File: src/rtl/ledblink_pkg.sv
package ledblink_pkg;

  localparam int NUM_LED = 2;
  localparam int PHASE_W = 3;

  localparam logic [1:0] ST_NONE  = 2'd0;
  localparam logic [1:0] ST_CHG   = 2'd1;
  localparam logic [1:0] ST_MAINT = 2'd2;
  localparam logic [1:0] ST_FAULT = 2'd3;

  localparam logic [1:0] CFG_SER1 = 2'd0;
  localparam logic [1:0] CFG_SER2 = 2'd1;
  localparam logic [1:0] CFG_PAR  = 2'd2;

  localparam logic [1:0] DM0 = 2'd0;
  localparam logic [1:0] DM1 = 2'd1;
  localparam logic [1:0] DM2 = 2'd2;

  typedef struct packed {
    logic               drvEn;
    logic               series;
    logic [NUM_LED-1:0] restart;
    logic [NUM_LED-1:0] slotStep;
  } blink_strobe_t;

  typedef struct packed {
    logic [PHASE_W-1:0] onSlots;
    logic [PHASE_W-1:0] period;
  } blink_pat_t;

  function automatic logic [1:0] decodeMode(input logic [1:0] sel);
    case (sel)
      2'd0:    decodeMode = DM0;
      2'd2:    decodeMode = DM2;
      default: decodeMode = DM1;
    endcase
  endfunction

  function automatic logic [1:0] classifyStrap(input logic upLvl, input logic dnLvl);
    case ({upLvl, dnLvl})
      2'b00:   classifyStrap = CFG_SER1;
      2'b11:   classifyStrap = CFG_PAR;
      default: classifyStrap = CFG_SER2;
    endcase
  endfunction

  function automatic blink_pat_t patternOf(input logic [1:0] stat, input logic [1:0] mode);
    blink_pat_t p;
    p.onSlots = 3'd0;
    p.period  = 3'd1;
    case (stat)
      ST_FAULT: begin p.onSlots = 3'd1; p.period = 3'd2; end
      ST_CHG: begin
        if (mode == DM0)      begin p.onSlots = 3'd1; p.period = 3'd1; end
        else if (mode == DM2) begin p.onSlots = 3'd3; p.period = 3'd6; end
        else                  begin p.onSlots = 3'd5; p.period = 3'd6; end
      end
      ST_MAINT: begin
        if (mode == DM0) begin p.onSlots = 3'd0; p.period = 3'd1; end
        else             begin p.onSlots = 3'd1; p.period = 3'd1; end
      end
      default: begin p.onSlots = 3'd0; p.period = 3'd1; end
    endcase
    return p;
  endfunction

endpackage

File: src/rtl/ledblink_ctrl.sv
module ledblink_ctrl
  import ledblink_pkg::*;
#(
  parameter int SLOT_TICKS = 16,
  parameter int SETTLE_CYC = 64
) (
  input  logic                     clk,
  input  logic                     rstN,
  input  logic                     tick,
  input  logic                     strapIn,
  input  logic [NUM_LED-1:0][1:0]  statIn,
  output logic                     strapPullUp,
  output logic                     strapPullDn,
  output logic [1:0]               chargeCfg,
  output logic                     cfgValid,
  output logic [NUM_LED-1:0][1:0]  statReg,
  output blink_strobe_t            strobe
);

  localparam int SET_W  = $clog2(SETTLE_CYC + 1);
  localparam int TICK_W = $clog2(SLOT_TICKS + 1);
  localparam logic [SET_W-1:0]  SET_LAST  = SET_W'(SETTLE_CYC - 1);
  localparam logic [TICK_W-1:0] TICK_LAST = TICK_W'(SLOT_TICKS - 1);

  typedef enum logic [1:0] {SP_UP, SP_DN, SP_RUN} strap_st_e;

  strap_st_e        spState;
  logic [SET_W-1:0] settleCnt;
  logic             upSample;

  always_ff @(posedge clk) begin
    if (!rstN) begin
      spState   <= SP_UP;
      settleCnt <= '0;
      upSample  <= 1'b0;
      chargeCfg <= CFG_SER1;
    end else begin
      case (spState)
        SP_UP: begin
          if (settleCnt == SET_LAST) begin
            upSample  <= strapIn;
            settleCnt <= '0;
            spState   <= SP_DN;
          end else begin
            settleCnt <= settleCnt + 1'b1;
          end
        end
        SP_DN: begin
          if (settleCnt == SET_LAST) begin
            chargeCfg <= classifyStrap(upSample, strapIn);
            settleCnt <= '0;
            spState   <= SP_RUN;
          end else begin
            settleCnt <= settleCnt + 1'b1;
          end
        end
        default: ;
      endcase
    end
  end

  assign strapPullUp = (spState == SP_UP);
  assign strapPullDn = (spState == SP_DN);
  assign cfgValid    = (spState == SP_RUN);

  logic [NUM_LED-1:0] restartV;
  logic [NUM_LED-1:0] stepV;

  for (genvar gi = 0; gi < NUM_LED; gi++) begin : g_slot
    logic [TICK_W-1:0] tickCnt;

    assign restartV[gi] = (statIn[gi] != statReg[gi]);
    assign stepV[gi]    = tick && (tickCnt == TICK_LAST) && !restartV[gi];

    always_ff @(posedge clk) begin
      if (!rstN) begin
        statReg[gi] <= ST_NONE;
        tickCnt     <= '0;
      end else begin
        statReg[gi] <= statIn[gi];
        if (restartV[gi])   tickCnt <= '0;
        else if (stepV[gi]) tickCnt <= '0;
        else if (tick)      tickCnt <= tickCnt + 1'b1;
      end
    end


    tick_range_chk: assert property (@(posedge clk) disable iff (!rstN)
      tickCnt <= TICK_LAST);
  end

  assign strobe = '{drvEn: cfgValid, series: (chargeCfg != CFG_PAR),
                    restart: restartV, slotStep: stepV};


  no_dual_pull_chk: assert property (@(posedge clk) disable iff (!rstN)
    !(strapPullUp && strapPullDn));


  cfg_hold_chk: assert property (@(posedge clk) disable iff (!rstN)
    (cfgValid && $past(cfgValid)) |-> $stable(chargeCfg));


  run_sticky_chk: assert property (@(posedge clk) disable iff (!rstN)
    cfgValid |=> cfgValid);

endmodule

File: src/rtl/ledblink_dp.sv
module ledblink_dp
  import ledblink_pkg::*;
(
  input  logic                     clk,
  input  logic                     rstN,
  input  blink_strobe_t            strobe,
  input  logic [NUM_LED-1:0][1:0]  statReg,
  input  logic [1:0]               dispSel,
  output logic [NUM_LED-1:0]       ledLow
);

  logic [1:0] modeReg;

  always_ff @(posedge clk) begin
    if (!rstN) modeReg <= DM0;
    else       modeReg <= decodeMode(dispSel);
  end

  for (genvar gi = 0; gi < NUM_LED; gi++) begin : g_led
    logic [PHASE_W-1:0] phase;
    blink_pat_t         pat;
    logic               patOn;

    assign pat   = patternOf(statReg[gi], modeReg);
    assign patOn = (phase < pat.onSlots);

    always_ff @(posedge clk) begin
      if (!rstN) begin
        phase <= '0;
      end else if (strobe.restart[gi]) begin
        phase <= '0;
      end else if (strobe.slotStep[gi]) begin
        if (phase >= pat.period - 3'd1) phase <= '0;
        else                            phase <= phase + 3'd1;
      end
    end

    if (gi == 0) begin : g_first
      assign ledLow[gi] = strobe.drvEn && patOn;
    end else begin : g_other
      assign ledLow[gi] = strobe.drvEn && !strobe.series && patOn;
    end


    phase_range_chk: assert property (@(posedge clk) disable iff (!rstN)
      phase < 3'd6);


    restart_zero_chk: assert property (@(posedge clk) disable iff (!rstN)
      strobe.restart[gi] |=> (phase == '0));


    none_dark_chk: assert property (@(posedge clk) disable iff (!rstN)
      (statReg[gi] == ST_NONE) |-> !ledLow[gi]);
  end

endmodule

File: src/rtl/led_status_blinker.sv
module led_status_blinker
  import ledblink_pkg::*;
#(
  parameter int SLOT_TICKS = 16,
  parameter int SETTLE_CYC = 64
) (
  input  logic       clk,
  input  logic       rstN,
  input  logic       tick,
  input  logic [1:0] dispSel,
  input  logic [1:0] cellStatA,
  input  logic [1:0] cellStatB,
  input  logic       strapIn,
  output logic       strapPullUp,
  output logic       strapPullDn,
  output logic [1:0] chargeCfg,
  output logic       cfgValid,
  output logic       ledLowA,
  output logic       ledLowB
);

  blink_strobe_t            strobe;
  logic [NUM_LED-1:0][1:0]  statIn;
  logic [NUM_LED-1:0][1:0]  statReg;
  logic [NUM_LED-1:0]       ledLow;

  assign statIn[0] = cellStatA;
  assign statIn[1] = cellStatB;

  ledblink_ctrl #(
    .SLOT_TICKS(SLOT_TICKS),
    .SETTLE_CYC(SETTLE_CYC)
  ) uCtrl (
    .clk        (clk),
    .rstN       (rstN),
    .tick       (tick),
    .strapIn    (strapIn),
    .statIn     (statIn),
    .strapPullUp(strapPullUp),
    .strapPullDn(strapPullDn),
    .chargeCfg  (chargeCfg),
    .cfgValid   (cfgValid),
    .statReg    (statReg),
    .strobe     (strobe)
  );

  ledblink_dp uDp (
    .clk    (clk),
    .rstN   (rstN),
    .strobe (strobe),
    .statReg(statReg),
    .dispSel(dispSel),
    .ledLow (ledLow)
  );

  assign ledLowA = ledLow[0];
  assign ledLowB = ledLow[1];


  strap_quiet_chk: assert property (@(posedge clk) disable iff (!rstN)
    (strapPullUp || strapPullDn) |-> (!ledLowA && !ledLowB));


  series_b_dark_chk: assert property (@(posedge clk) disable iff (!rstN)
    (cfgValid && chargeCfg != CFG_PAR) |-> !ledLowB);

endmodule

File: config.mk
export PLATFORM = sky130hd
export DESIGN_NAME = led_status_blinker
export DESIGN_NICKNAME = d
export VERILOG_FILES = /design/src/rtl/ledblink_pkg.sv /design/src/rtl/ledblink_ctrl.sv /design/src/rtl/ledblink_dp.sv /design/src/rtl/led_status_blinker.sv
export SDC_FILE = /design/constraint.sdc
export NUM_CORES = 1
export LEC_CHECK = 0
export ABC_CLOCK_PERIOD_IN_PS = 1700
export BUFFER_PORTS_ARGS = -buffer_cell sky130_fd_sc_hd__buf_2
export CORE_MARGIN = 4
export CORE_UTILIZATION = 53
export DETAILED_ROUTE_END_ITERATION = 12
export PLACE_DENSITY_LB_ADDON = 0.12
export RECOVER_POWER = 25
export SLEW_MARGIN = 20
export SYNTH_ARGS = -nofsm -noshare
export SYNTH_HDL_FRONTEND = slang
export SYNTH_HIERARCHICAL = 1
export SYNTH_SLANG_ARGS = --single-unit
File: constraint.sdc
create_clock -name clk -period 1.7 [get_ports clk]
set_input_delay 0 -clock clk [delete_from_list [all_inputs] [get_ports clk]]
set_output_delay 0 -clock clk [all_outputs]
set_load 0.01 [all_outputs]
==> flow_results.org <==
** GRT
- For this run the aggregate overflow at the end of global routing stands at 0.
- The first global-routing pass estimated 6.755 mm of wire.
- The number of antenna violations at the first check in global routing came to 0.
- Overall fraction of global-route tracks in use :: 18.81%
- The number of global-route vias before repair came to 1616.
- Entering global routing, the biggest net connects 15 pins.

** Cells and area
- Fraction of layout instances using a drive strength above 1 :: 20.15%
- In the final layout, the multi-input gates occupy 1290 um^2.
- Total Nets Final :: 290
- ANT cells :: 0
- Fill cells in the final layout number 285.
- The area growth from synthesis to layout is 21.45%.
- Registers take 694.4 um^2.

** Drt
- Remaining DRCs :: 0
- Total wirelength of the detailed-routed design :: 4.190 mm
- The first detailed-routing pass took 4 iterations.
- Once detail routing completed, the nets flagged for antenna violations numbered 0.
- The first routing iteration left 91 violations.
- After detailed routing, the number of vias per cell comes to 5.696.
- Count of vias placed by the detailed router :: 1760
- Average routed wire per standard cell :: 13.56 um

** Floorplanning
- Horizontal extent of the die :: 69.00 um
- Std-Cell Rows :: 21
- Placeable core area :: 3468 um^2
- The floorplan step defined a die boundary enclosing 4760 um^2.
- Chip Height :: 69.00 um
- For this design the top-level I/O count stands at 17.
- The initial utilization of the core area, before any placement, comes to 56.85%.

** STA
- Final setup violation count :: 0
- Shortest clock period the worst path allows after layout :: 1619 ps
- On the final layout, the worst clock skew is 4.097 ps.
- RSZ-0062 raised after global routing :: yes
- Final period utilization :: 95.24%
- The number of max-slew violations in the final report was 0.
- Static timing analysis puts the maximum clock frequency at 617.6 MHz.
- Setup_tns :: 0 ps
- Hold timing on the final database bottoms out at a slack of 66.68 ps.
- Final hold vios :: 0

** Min path
- For hold timing, the worst endpoint is uCtrl/settleCnt[6].
- The tightest min-delay check is of the primary input to register type.
- Along the worst hold path, the cell count comes to 2.
- Hold path start :: rstN

** Yosys
- For this run, asynchronously set or reset flops after synthesis account for 0%.
- In this run the cell area of the synthesized design comes to 1972 um^2.
- The synthesized design spends more area on one cell type than any other, namely dfxtp_1.
- Number of synthesized flops with an enable pin :: 0
- Number of warnings issued by yosys :: 6
- Counting instances in the post-synthesis netlist gives the leading cell types as dfxtp_1 (34), a21oi_1 (22), nand2_1 (21).
- The synthesized design contains 34 register bits.
- Cell count after synthesis :: 226
- Top cells by area in the synthesized netlist :: dfxtp_1 (35%), ha_1 (11%), a21oi_1 (5.6%)
- dfxtp_1 is the most common cell in the netlist.
- The most used flip-flop cell after synthesis is dfxtp_1.
- Share of synthesized area occupied by flip-flops and latches :: 34.52%
- Synthesis instantiated 46 different standard cells from the library.
- Mean instance size in the synthesized netlist :: 8.725 um^2
- The share of synthesized area in the top cell type comes to 34.52%.

** Flow run
- The tool flagged a number of max-cap violations equal to 0.

** Worst setup path
- Worst setup slack for register-to-register paths :: 90 ps
- The worst register-to-register path begins at uDp/modeReg[0].
- Sort of element at the start of the critical path :: register
- Cells on worst reg2reg path :: 5
- Of all nets on the critical path, the largest fanout is 2.
- Endpoint class of the critical path :: primary output
- In this run the critical register-to-register path is captured at uDp/g_led[0].phase[0].
- At the worst endpoint, the required time is 1700 ps.
- The worst setup path is of the register to primary output kind.
- Arrival time of data at the critical path endpoint :: 1620 ps

** Clocking
- At the later pin of the worst-skew pair, clock insertion delay measures 290 ps.
- CTS root buf :: clkbuf_8
- Clock tree from TritonCTS :: done
- Clock-pin slew on the worst setup and hold paths :: 70 ps
- The H-tree generated during clock tree synthesis spans 2 levels.
- Count of clock tree sinks :: 34
- The clock passes through at most 2 buffers.
- Buffers inserted during clock tree synthesis total 5.

** Pwr
- Worst vdd rail ir drop :: 0.5426 mV
- Cell area power density :: 664.9 nW/um^2
- Summed over all cells, the static leakage comes to 0.8515 nW.
- Power comes to 1.592 mW.

** Place
- Summed over all nets, the half-perimeter wirelength after detailed placement is 2.836 mm.
- Port bufs :: 16
- The congestion estimate from routability-driven global placement came to 0.7511.

** Status
- The flow ran to the end, and the final reports show no timing, DRC or antenna violations.
## worst max-delay path by stage
stage,from,endpoint,slack [ps],cells after the start
after global placement,uCtrl/g_slot[1].tickCnt[0],uDp/g_led[1].phase[2],100,8
after CTS,uCtrl/statReg[3],ledLowB,9,8
after global routing,uCtrl/g_slot[0].tickCnt[0],uDp/g_led[0].phase[2],-20,8
after floorplan,uCtrl/g_slot[0].tickCnt[0],uDp/g_led[0].phase[2],50,8
final,uCtrl/statReg[2],ledLowB,80,8
after detailed placement,uCtrl/g_slot[0].tickCnt[0],uCtrl/g_slot[0].tickCnt[3],70,5
## metal layers
layer  vias to the layer above  global-route usage [%]  routed length [um]
met3                         6                   4.052                 135
met5                         -                       0                   0
li1                        906                       -                   -
met4                         0                   8.273                  26
met2                        27                   30.71                1920
met1                       821                   23.69                2107
## cell usage in the layout (no fill, tap or decap), types with 8 or more instances in the layout
cell type and n:
dfxtp_1 27, a21oi_1 22, nand2_1 21, o21ai_0 13
buf_4 12, ha_1 12, nand2b_1 11, nor2_1 10
buf_2 9, nand3_1 9, clkbuf_1 8, inv_1 8
## cells by family after synthesis
kind of cell               Yosys count  synth area share [%]
buffers and inverters               15                 3.807
adders and majority gates           18                 11.42
other                                1                0.1902
AOI/OAI and AO/OA                   63                 20.94
xor gates and xnor gates             5                 2.221
and+or+nand+nor                     90                 26.90
DFF                                 34                 34.52
## through the flow
| step | area [um^2] | setup slack, ps | instances | utilization (%) |
|---|---|---|---|---|
| after floorplan | 1976 | 54.74 | 227 | - |
| after global placement | 2151 | 100.3 | 293 | 62.01 |
| after detailed placement | 2151 | 70.02 | 293 | 62.01 |
| after CTS | 2327 | 9.174 | 309 | 67.10 |
| after global routing | 2395 | -23.30 | 309 | 69.05 |
| final | 2395 | 80.90 | 309 | 69.05 |
## state kept, by name (all words and copies together) (netlist names)
register	flops
uCtrl/g_slot.tickCnt	10
uCtrl/settleCnt	7
uDp/g_led.phase	6
uCtrl/statReg	4
uCtrl/chargeCfg	2
uCtrl/spState	2
uDp/modeReg	2
uCtrl/upSample	1
## worst max-delay path, stage by stage (launching register included)
cell and delay (ps):
dfxtp_2 340, nor2b_4 140, buf_4 110, nand2_1 80, ha_4 240, nand2_1 60
nand3_1 70, a31oi_1 150, buf_2 150
## final cells by class
cell class | instances | share of cell area (%)
Clock buffer | 7 | 3.605
Clock inverter | 1 | 0.2090
Inverter | 8 | 1.254
Multi-Input combinational cell | 178 | 53.87
Sequential cell | 34 | 29.00
Tap cell | 46 | 2.403
Timing Repair Buffer | 35 | 9.666
## timing repair
action	CTS	global route
hold buffers	7	0
endpoints found under the hold margin	7	0
resized for setup	4	19
cloned	0	0
setup endpoints to repair	2	9
pin swaps	0	2
setup buffers	1	0
## where the power goes
part	switching (mW)	total, mW	internal, mW
Clock	0.287	0.614	0.327
Combinational	0.0754	0.144	0.0685
Sequential	0.0223	0.834	0.812
Total	0.385	1.59	1.21
No activity file was read; power rests on OpenSTA's default activity.
